--- src/rtl/rxtx_gain_stage.sv ---
module rxtx_gain_stage #(
  parameter int DW   = 16,
  parameter int FRAC = 14
) (
  input  logic                 clk,
  input  logic                 rst_n,
  input  logic                 coarse_we,
  input  logic [1:0]           coarse_wdata,
  input  logic                 fine_we,
  input  logic [7:0]           fine_wdata,
  input  logic                 rx_valid_i,
  input  logic signed [DW-1:0] rx_sample_i,
  input  logic                 tx_valid_i,
  input  logic signed [DW-1:0] tx_sample_i,
  output logic                 rx_valid_o,
  output logic signed [DW-1:0] rx_sample_o,
  output logic                 tx_valid_o,
  output logic signed [DW-1:0] tx_sample_o
);
  localparam int  CW    = FRAC + 2;
  localparam int  PW    = DW + CW + 1;
  localparam real STEP  = 1.4125375446227544;
  localparam real SCALE = 2.0 ** FRAC;
  localparam logic [CW-1:0] UNITY = CW'(1) << FRAC;
  localparam logic [CW-1:0] G3  = CW'($rtoi(STEP * SCALE + 0.5));
  localparam logic [CW-1:0] G6  = CW'($rtoi(STEP * STEP * SCALE + 0.5));
  localparam logic [CW-1:0] G9  = CW'($rtoi(STEP * STEP * STEP * SCALE + 0.5));
  localparam logic [CW-1:0] G12 = CW'($rtoi(STEP * STEP * STEP * STEP * SCALE + 0.5));
  localparam logic [CW-1:0] A3  = CW'($rtoi(SCALE / STEP + 0.5));
  localparam logic [CW-1:0] A6  = CW'($rtoi(SCALE / (STEP * STEP) + 0.5));
  localparam logic [CW-1:0] A9  = CW'($rtoi(SCALE / (STEP * STEP * STEP) + 0.5));
  localparam logic [CW-1:0] A12 = CW'($rtoi(SCALE / (STEP * STEP * STEP * STEP) + 0.5));
  localparam logic signed [PW-1:0] HALF = PW'(1) <<< (FRAC - 1);

  logic [1:0] coarse_q;
  logic [7:0] fine_q;

  always_ff @(posedge clk or negedge rst_n) begin
    if (!rst_n) begin
      coarse_q <= '0;
      fine_q   <= '0;
    end else begin
      if (coarse_we) coarse_q <= coarse_wdata;
      if (fine_we)   fine_q   <= fine_wdata;
    end
  end

  function automatic logic [CW-1:0] boost(input logic [2:0] code);
    case (code)
      3'd1:    return G3;
      3'd2:    return G6;
      3'd3:    return G9;
      3'd4:    return G12;
      default: return UNITY;
    endcase
  endfunction

  function automatic logic [CW-1:0] cut(input logic [2:0] code);
    case (code)
      3'd1:    return A3;
      3'd2:    return A6;
      3'd3:    return A9;
      3'd4:    return A12;
      default: return UNITY;
    endcase
  endfunction

  logic [CW-1:0]        path_coef [2];
  logic                 path_mute [2];
  logic                 vin       [2];
  logic signed [DW-1:0] sin       [2];

  assign vin[0] = rx_valid_i;
  assign vin[1] = tx_valid_i;
  assign sin[0] = rx_sample_i;
  assign sin[1] = tx_sample_i;

  always_comb begin
    if (|coarse_q) begin
      path_coef[0] = coarse_q[0] ? G6 : UNITY;
      path_coef[1] = coarse_q[1] ? A3 : UNITY;
      path_mute[0] = 1'b0;
      path_mute[1] = 1'b0;
    end else begin
      path_coef[0] = boost(fine_q[2:0]);
      path_coef[1] = cut(fine_q[6:4]);
      path_mute[0] = fine_q[3];
      path_mute[1] = fine_q[7];
    end
  end

  for (genvar i = 0; i < 2; i++) begin : g_path
    logic                 v1_q, v2_q;
    logic signed [PW-1:0] prod_q;
    logic signed [DW-1:0] out_q;
    logic [CW-1:0]        k_eff;
    logic signed [PW-1:0] rnd;
    logic signed [DW-1:0] sat;
    logic                 fits;

    assign k_eff = path_mute[i] ? '0 : path_coef[i];
    assign rnd   = (prod_q + HALF) >>> FRAC;
    assign fits  = (&rnd[PW-1:DW-1]) || !(|rnd[PW-1:DW-1]);
    assign sat   = fits ? rnd[DW-1:0]
                 : (rnd[PW-1] ? {1'b1, {(DW-1){1'b0}}} : {1'b0, {(DW-1){1'b1}}});

    always_ff @(posedge clk or negedge rst_n) begin
      if (!rst_n) begin
        v1_q   <= 1'b0;
        v2_q   <= 1'b0;
        prod_q <= '0;
        out_q  <= '0;
      end else begin
        v1_q <= vin[i];
        v2_q <= v1_q;
        if (vin[i]) prod_q <= PW'(sin[i]) * PW'($signed({1'b0, k_eff}));
        if (v1_q)   out_q  <= sat;
      end
    end
  end

  assign rx_valid_o  = g_path[0].v2_q;
  assign rx_sample_o = g_path[0].out_q;
  assign tx_valid_o  = g_path[1].v2_q;
  assign tx_sample_o = g_path[1].out_q;
endmodule


--- config.mk ---
export PLATFORM = sky130hd
export DESIGN_NAME = rxtx_gain_stage
export DESIGN_NICKNAME = d
export VERILOG_FILES = /design/src/rtl/rxtx_gain_stage.sv
export SDC_FILE = /design/constraint.sdc
export NUM_CORES = 1
export LEC_CHECK = 0
export BUFFER_PORTS_ARGS = -buffer_cell sky130_fd_sc_hd__buf_2
export CAP_MARGIN = 20
export CELL_PAD_IN_SITES_DETAIL_PLACEMENT = 1
export CELL_PAD_IN_SITES_GLOBAL_PLACEMENT = 1
export CORE_UTILIZATION = 26
export CTS_CLUSTER_SIZE = 24
export DETAILED_ROUTE_END_ITERATION = 12
export PLACE_DENSITY_LB_ADDON = 0.05
export SLEW_MARGIN = 40
export SYNTH_ARGS = -nofsm -noshare
export SYNTH_HDL_FRONTEND = slang
export SYNTH_SLANG_ARGS = --single-unit
--- constraint.sdc ---
create_clock -name clk -period 13.5 [get_ports clk]
set_clock_uncertainty 0.15 [all_clocks]
set_input_delay 1.35 -clock clk [delete_from_list [all_inputs] [get_ports clk]]
set_output_delay 1.35 -clock clk [all_outputs]
set_load 0.03 [all_outputs]
==> results of run 1 <==
==> layout make-up <==
class / instances / area, µm²
multi-input combinational: 1492 / 15700
tap: 1030 / 1290
fill: 8927 / 54300
clock buffer: 10 / 239
sequential: 86 / 2150
inverter: 552 / 2070
timing repair buffer: 95 / 526
clock inverter: 5 / 83.8
==> layout by cell type (no fill, tap or decap), types with 4 or more instances in the layout <==
master                      count
sky130_fd_sc_hd__or2_2         11
sky130_fd_sc_hd__xnor2_1       33
sky130_fd_sc_hd__nand3_1       28
sky130_fd_sc_hd__o21ai_0       33
sky130_fd_sc_hd__nand4_1       14
sky130_fd_sc_hd__and3_1         8
sky130_fd_sc_hd__ha_1         252
sky130_fd_sc_hd__dfrtp_1       86
sky130_fd_sc_hd__nand2b_1      15
sky130_fd_sc_hd__fa_1         357
sky130_fd_sc_hd__inv_1        551
sky130_fd_sc_hd__o211ai_1       4
sky130_fd_sc_hd__a21o_1        30
sky130_fd_sc_hd__a221oi_1       4
sky130_fd_sc_hd__a31oi_1        6
sky130_fd_sc_hd__nor3_1        11
sky130_fd_sc_hd__o31ai_1        7
sky130_fd_sc_hd__or3_1          6
sky130_fd_sc_hd__clkbuf_16      9
sky130_fd_sc_hd__xor2_1        47
sky130_fd_sc_hd__a211oi_1       4
sky130_fd_sc_hd__and2_1       121
sky130_fd_sc_hd__mux2_2        39
sky130_fd_sc_hd__and4_1        11
sky130_fd_sc_hd__buf_4         14
sky130_fd_sc_hd__o22a_1        30
sky130_fd_sc_hd__a21oi_1       50
sky130_fd_sc_hd__buf_2         80
sky130_fd_sc_hd__a31o_2         4
sky130_fd_sc_hd__nor2_1        90
sky130_fd_sc_hd__nand2_1      194
sky130_fd_sc_hd__o21bai_1      12
sky130_fd_sc_hd__o21a_1         5
sky130_fd_sc_hd__nor2b_1       16
sky130_fd_sc_hd__nand3b_1       6
==> stage by stage <==
step           cells   util
2_1_floorplan   2198      -
3_3_place_gp    3254  0.285
3_5_place_dp    3254  0.285
4_1_cts         3269  0.289
5_1_grt         3270  0.289
6_report        3270  0.289
==> cell families (layout without fill, tap and decap cells) <==
| logic type | after synthesis | after routing |
|---|---|---|
| flip-flops | 86 | 86 |
| buffers and inverters | 620 | 662 |
| AO/OA/AOI/OAI | 221 | 221 |
| multiplexers | 40 | 40 |
| AND/OR/NAND/NOR | 542 | 542 |
| adder cells (fa/ha/maj) | 609 | 609 |
| XOR/XNOR | 80 | 80 |
==> per-layer routing <==
layer	share of wire	wire (µm)	vias to the layer above	track usage
met5	0.00034	21	-	0
met4	0.022	1380	4	0.0425
met3	0.016	1010	43	0.0136
met2	0.52	32200	108	0.310
met1	0.44	27200	7303	0.203
li1	-	-	6843	-
==> worst paths after layout <==
| check | to | slack, ns | startpoint |
|---|---|---|---|
| min in group asynchronous | g_path[0].v1_q | 0.85 | rst_n |
| min | tx_sample_o[13] | 0.35 | tx_sample_o[13] |
| max reg2reg | g_path[0].prod_q[32] | 5.45 | coarse_q[1] |
| max in group asynchronous | g_path[1].prod_q[15] | 11.40 | rst_n |
| max | g_path[0].prod_q[32] | 5.45 | coarse_q[1] |
| min reg2reg | tx_sample_o[13] | 0.35 | tx_sample_o[13] |
==> sequential cells by signal (all words and copies together), names as in the netlist <==
signal         cells
rx_sample_o       16
fine_q             8
coarse_q           2
rx_valid_o         1
g_path.prod_q     40
tx_valid_o         1
g_path.v1_q        2
tx_sample_o       16
==> flow_summary_export.csv, run 1 <==
group,metric,value,unit
drt,detail_route.iter0.violations,382,
global_routing,globalRouteOverflowTotal,0,
sta,final_hold_viol_count,0,
placement,post-dp-hpwl,54800,µm
sta,fin_worst_hold_slack,0.347,ns
floorplanning,initial_core_util,0.264,
final_layout,layout_nets,2893,
cts,clock_tree.root_cell,"sky130_fd_sc_hd__clkbuf_16",
floorplanning,core_area,76300,µm²
critical_path,crit_path_end_kind,"flip-flop",
logic_synthesis,yosys-top-cells-area,"sky130_fd_sc_hd__fa_1, sky130_fd_sc_hd__ha_1, sky130_fd_sc_hd__dfrtp_1",
logic_synthesis,syn-num-nets,2855,
logic_synthesis,yosysTopAreaCellShare,0.354,
critical_path,arrival,8.14,ns
floorplanning,floorplan.io_pins,82,
logic_synthesis,yosysMostFrequentCell,"sky130_fd_sc_hd__inv_1",
logic_synthesis,netlist.top_cell.by_area,"sky130_fd_sc_hd__fa_1",
logic_synthesis,synth_cell_types,69,
logic_synthesis,yosys.area_share.adder,0.510,
logic_synthesis,synth_ff_type,"sky130_fd_sc_hd__dfrtp_1",
min_path,min_path_type,"reg2reg",
min_path,worst_hold_path.num_cells,1,
critical_path,critical_path.most_common_cell,"sky130_fd_sc_hd__fa_1",
critical_path,path_max_fanout,21,
cts,cts_buffers,9,
logic_synthesis,synth-edff-count,0,
logic_synthesis,synth-seq-area-share,0.107,
logic_synthesis,yosys_warnings,0,
sta,worstMarginPinSlew,0.808,ns
critical_path,ordered_list_of_cells_on_the_worst_path,"nor2_1 > a31o_2 > and2_1 > or2_2 > fa_1 > inv_1 > fa_1 > fa_1 > inv_1 > fa_1 > fa_1 > inv_1 > fa_1 > inv_1 > ha_1 > a211oi_1 > o21ai_0 > a221oi_1 > nor2_1 > o31ai_2 > o2bb2ai_2 > o311ai_4 > and4_2 > or3_1",
sta,drv_slew,0,
sta,grt_setup_unrepaired,"false",
global_routing,grt_antenna_before_repair,3,
placement,post_dp_cell_area,21700,µm²
drt,drc,0,
drt,detail-route-antenna-nets,0,
critical_path,crit_path_top_delay_cell,"sky130_fd_sc_hd__dfrtp_1",
critical_path,number_of_cells_on_the_critical_path,24,
drt,route.detailed.vias_per_inst,4.37,
logic_synthesis,fraction_of_registers_with_async_set_reset,1.00,
logic_synthesis,synth-compound-area-share,0.0767,
placement,dp_slack,5.33,ns
final_layout,antenna-diode-count,0,
drt,detailed_routing_iteration_count_for_the_pre_antenna_repair_pass,4,
drt,detailroute.via_count,14301,
cts,path_clk_slew,0.07,ns
floorplanning,die_h,281,µm
sta,slew-limit-headroom,0.461,
drt,routedWlPerCell,18.9,µm
sta,crit_path_setup_slack_layout,5.45,ns
critical_path,rr_worst_depth,24,
logic_synthesis,total_of_flip_flops_plus_latches_after_synthesis,86,
critical_path,timing.setup.critical_path_class,"reg2reg",
cts,cts_sinks,86,
final_layout,final_layout_size_suffix_gt1_frac,0.0795,
logic_synthesis,synth_xor_xnor_area_share,0.0347,
cts,cts_resized,0,
floorplanning,die-width,281,µm
placement,globalplace.congestion,0.834,
sta,achievable-frequency,124,MHz
critical_path,slowest_delay,0.65,ns
cts,ctsHtreeMaxLevel,3,
global_routing,gr-usage-all-layers,0.166,
cts,postCtsSetupBuffers,0,
cts,clock_insertion_delay_worst_skew,0.37,ns
cts,tritoncts,"built",
critical_path,timing.critical_path.max_delay_family,"adder cells",
sta,final_period_minus_worst_setup_slack,8.05,ns
logic_synthesis,synth_commonest_cells,"sky130_fd_sc_hd__inv_1, sky130_fd_sc_hd__fa_1, sky130_fd_sc_hd__ha_1",
sta,setup_tns,0,ns
logic_synthesis,post_synth.cell_area_avg,9.18,µm²
sta,setup_viol,0,
final_layout,areaGrowthSynthToFinish,9.40,%
flow_run,drv_cap,0,
outcome,status,"complete, no violations",
global_routing,grt_max_degree,54,
logic_synthesis,synth-simple-area-share,0.133,
logic_synthesis,mappedNetlistArea,20200,µm²
logic_synthesis,postSynthCellCount,2198,
floorplanning,die-area,78700,µm²
cts,ctsLongestPathBuffers,2,
global_routing,vias_in_the_first_global_route,16883,
floorplanning,rows,101,
critical_path,worst_setup_path_start_kind,"flip-flop",
logic_synthesis,main_combinational_cell_family_by_area_after_synthesis,"adder cells",
sta,final_min_period_over_clock_period,0.596,
placement,buffers_on_ports,81,
cts,total_of_hold_buffers_inserted_after_clock_tree_synthesis,0,
global_routing,grt_pass1_wl,98600,µm
logic_synthesis,synth_mux_area_frac,0.0223,
final_layout,design_area,22100,µm²
critical_path,worstPathRequired,13.60,ns
critical_path,worst-path-buf-inv,4,
drt,postRouteWirelength,61800,µm
Power of run 1 is not shown: default switching activity piles up to over one toggle a cycle in this logic, so the estimate is an artifact.
==> run 2: changes to the inputs <==
ABC_AREA = 1   (was not set)
clock period = 6.9 ns   (was 13.5 ns; I/O delays follow)
==> run 2 against run 1 <==
Net effect: routed wire length grew 23%; critical endpoint is now g_path[0].prod_q[20]; count of clock-buffer cells in the layout decreased by 1; worst setup slack worse by 5.1 ns; largest cell class unchanged; utilization increased by 1.1 points; critical path depth up 5; global-route usage is 2.0 points higher; area after synthesis rose by 5.8%; sequential share of layout area shrank 0.88 points; die area grew 5.8%; via count grew 24%; final area is 10% higher; final cell count rose by 22%.
==> flow_summary_export.csv, run 2 <==
group,metric,value,unit
outcome,status,"complete, no violations",
final_layout,leading_cell_type_in_the_layout_fill_and_taps_excluded,"sky130_fd_sc_hd__inv_1",
logic_synthesis,synth_cell_types,49,
floorplanning,core_area,80900,µm²
drt,route.detailed.vias_per_inst,4.46,
sta,final_min_period_over_clock_period,0.953,
cts,cts_sinks,86,
critical_path,crit_path_top_delay_cell,"sky130_fd_sc_hd__fa_1",
floorplanning,die_h,289,µm
global_routing,grt_max_degree,64,
min_path,min_path_type,"in2async",
critical_path,arrival,6.66,ns
drt,drc,0,
logic_synthesis,post_synth.cell_area_avg,7.76,µm²
floorplanning,floorplan.io_pins,82,
logic_synthesis,netlist.top_cell.by_area,"sky130_fd_sc_hd__fa_1",
logic_synthesis,synth-seq-area-share,0.101,
sta,grt_setup_unrepaired,"true",
critical_path,worst_setup_path_start_kind,"flip-flop",
drt,routedWlPerCell,19.0,µm
logic_synthesis,syn-num-nets,3410,
global_routing,grt_antenna_before_repair,0,
drt,postRouteWirelength,75700,µm
logic_synthesis,fraction_of_registers_with_async_set_reset,1.00,
sta,setup_viol,0,
logic_synthesis,yosys_warnings,0,
logic_synthesis,yosys-top-cells-area,"sky130_fd_sc_hd__fa_1, sky130_fd_sc_hd__ha_1, sky130_fd_sc_hd__inv_1",
logic_synthesis,yosysMostFrequentCell,"sky130_fd_sc_hd__inv_1",
global_routing,gr-usage-all-layers,0.186,
logic_synthesis,total_of_flip_flops_plus_latches_after_synthesis,86,
final_layout,regMostFlops,"g_path.prod_q",
global_routing,grt_pass1_wl,117000,µm
sta,final_period_minus_worst_setup_slack,6.57,ns
final_layout,antenna-diode-count,0,
flow_run,drv_cap,0,
critical_path,slowest_delay,0.54,ns
global_routing,globalRouteOverflowTotal,0,
final_layout,layout_common_cells,"sky130_fd_sc_hd__inv_1, sky130_fd_sc_hd__nand2_1, sky130_fd_sc_hd__fa_1",
critical_path,timing.setup.critical_path_class,"reg2reg",
drt,detailroute.via_count,17777,
cts,tritoncts,"built",
floorplanning,die-width,289,µm
sta,achievable-frequency,152,MHz
final_layout,areaGrowthSynthToFinish,13.9,%
placement,buffers_on_ports,81,
cts,clock_tree.root_cell,"sky130_fd_sc_hd__clkbuf_16",
floorplanning,rows,104,
critical_path,worstPathRequired,6.98,ns
placement,post-dp-hpwl,68000,µm
floorplanning,die-area,83300,µm²
drt,detail-route-antenna-nets,0,
logic_synthesis,postSynthCellCount,2753,
sta,worstMarginPinSlew,0.738,ns
final_layout,layout_nets,3575,
sta,slew-limit-headroom,0.508,
critical_path,crit_path_end_kind,"flip-flop",
critical_path,path_max_fanout,6,
final_layout,final_layout_size_suffix_gt1_frac,0.111,
global_routing,vias_in_the_first_global_route,19503,
logic_synthesis,yosysTopAreaCellShare,0.335,
cts,clock_insertion_delay_worst_skew,0.39,ns
sta,crit_path_setup_slack_layout,0.326,ns
drt,detailed_routing_iteration_count_for_the_pre_antenna_repair_pass,5,
drt,detail_route.iter0.violations,881,
placement,dp_slack,-0.181,ns
cts,ctsLongestPathBuffers,2,
cts,cts_buffers,9,
cts,path_clk_slew,0.09,ns
logic_synthesis,synth-edff-count,0,
logic_synthesis,mappedNetlistArea,21400,µm²
placement,globalplace.congestion,0.868,
floorplanning,initial_core_util,0.264,
sta,drv_slew,0,
cts,ctsHtreeMaxLevel,3,
logic_synthesis,synth_commonest_cells,"sky130_fd_sc_hd__inv_1, sky130_fd_sc_hd__nand2_1, sky130_fd_sc_hd__fa_1",
final_layout,largest_register_ffs,40,
sta,final_hold_viol_count,0,
critical_path,critical_path.most_common_cell,"sky130_fd_sc_hd__inv_1",
logic_synthesis,synth_ff_type,"sky130_fd_sc_hd__dfrtp_1",
-- run 2: layout make-up --
cell class	instances	area, µm²
tap	1060	1330
fill	9847	56600
inverter	716	2690
sequential	86	2160
multi-input combinational	1916	16600
timing repair buffer	189	1250
clock inverter	7	90.1
clock buffer	9	225
-- run 2: through the flow --
stage	TNS [ns]	cell area [µm²]	util	cells	hold WS (ns)
6_report	0	24300	0.300	3983	0.0508
5_1_grt	-0.0360	24300	0.300	3983	0.0572
4_1_cts	0	24100	0.297	3980	0.0399
3_5_place_dp	-0.416	23700	0.293	3964	0.314
3_3_place_gp	-0.269	23700	0.293	3964	0.307
2_1_floorplan	0	21400	-	2753	0.202
-- run 2: routing by layer --
metal / track usage / part of all wire / vias to the layer above
met3: 0.0192 / 0.029 / 20
met4: 0.0172 / 0.0055 / 0
met5: 0 / 0 / -
li1: - / - / 8576
met2: 0.282 / 0.43 / 216
met1: 0.289 / 0.54 / 8965
-- run 2: timing repair --
| item | in CTS | in global routing |
|---|---|---|
| pin swaps | 0 | 3 |
| hold buffers | 0 | 0 |
| setup endpoints to repair | 8 | 40 |
| resized for setup | 9 | 88 |
| buffers inserted | 0 | 3 |
-- run 2: worst paths after layout --
check	start	endpoint	slack (ns)	cells after the start
min in group clk	rx_sample_o[9]	rx_sample_o[9]	0.33	2
max in group asynchronous	rst_n	coarse_q[1]	5.46	2
worst max-delay path	fine_q[0]	g_path[0].prod_q[20]	0.33	29
worst max register to register	fine_q[0]	g_path[0].prod_q[20]	0.33	29
worst min register to register	rx_sample_o[9]	rx_sample_o[9]	0.33	2
worst min-delay path	rst_n	rx_sample_o[0]	0.05	1
-- run 2: cell families after synthesis --
logic type / count (synthesis) / synth area share
AND/OR/NAND/NOR: 1058 / 0.208
XOR/XNOR: 57 / 0.0237
multiplexers: 1 / 0.000527
buffers and inverters: 751 / 0.134
flip-flops: 86 / 0.101
adder cells (fa/ha/maj): 609 / 0.482
AO/OA/AOI/OAI: 191 / 0.0504
-- run 2: critical path, delay by kind of cell (launching register included) --
family / cells / cell delay (ns)
adders and majority gates: 7 / 3.37
buffers and inverters: 11 / 0.95
DFF: 1 / 0.43
and+or+nand+nor: 8 / 1.01
xor gates and xnor gates: 1 / 0.13
AOI/OAI and AO/OA: 2 / 0.36
Power of run 2 is left out for the same reason.
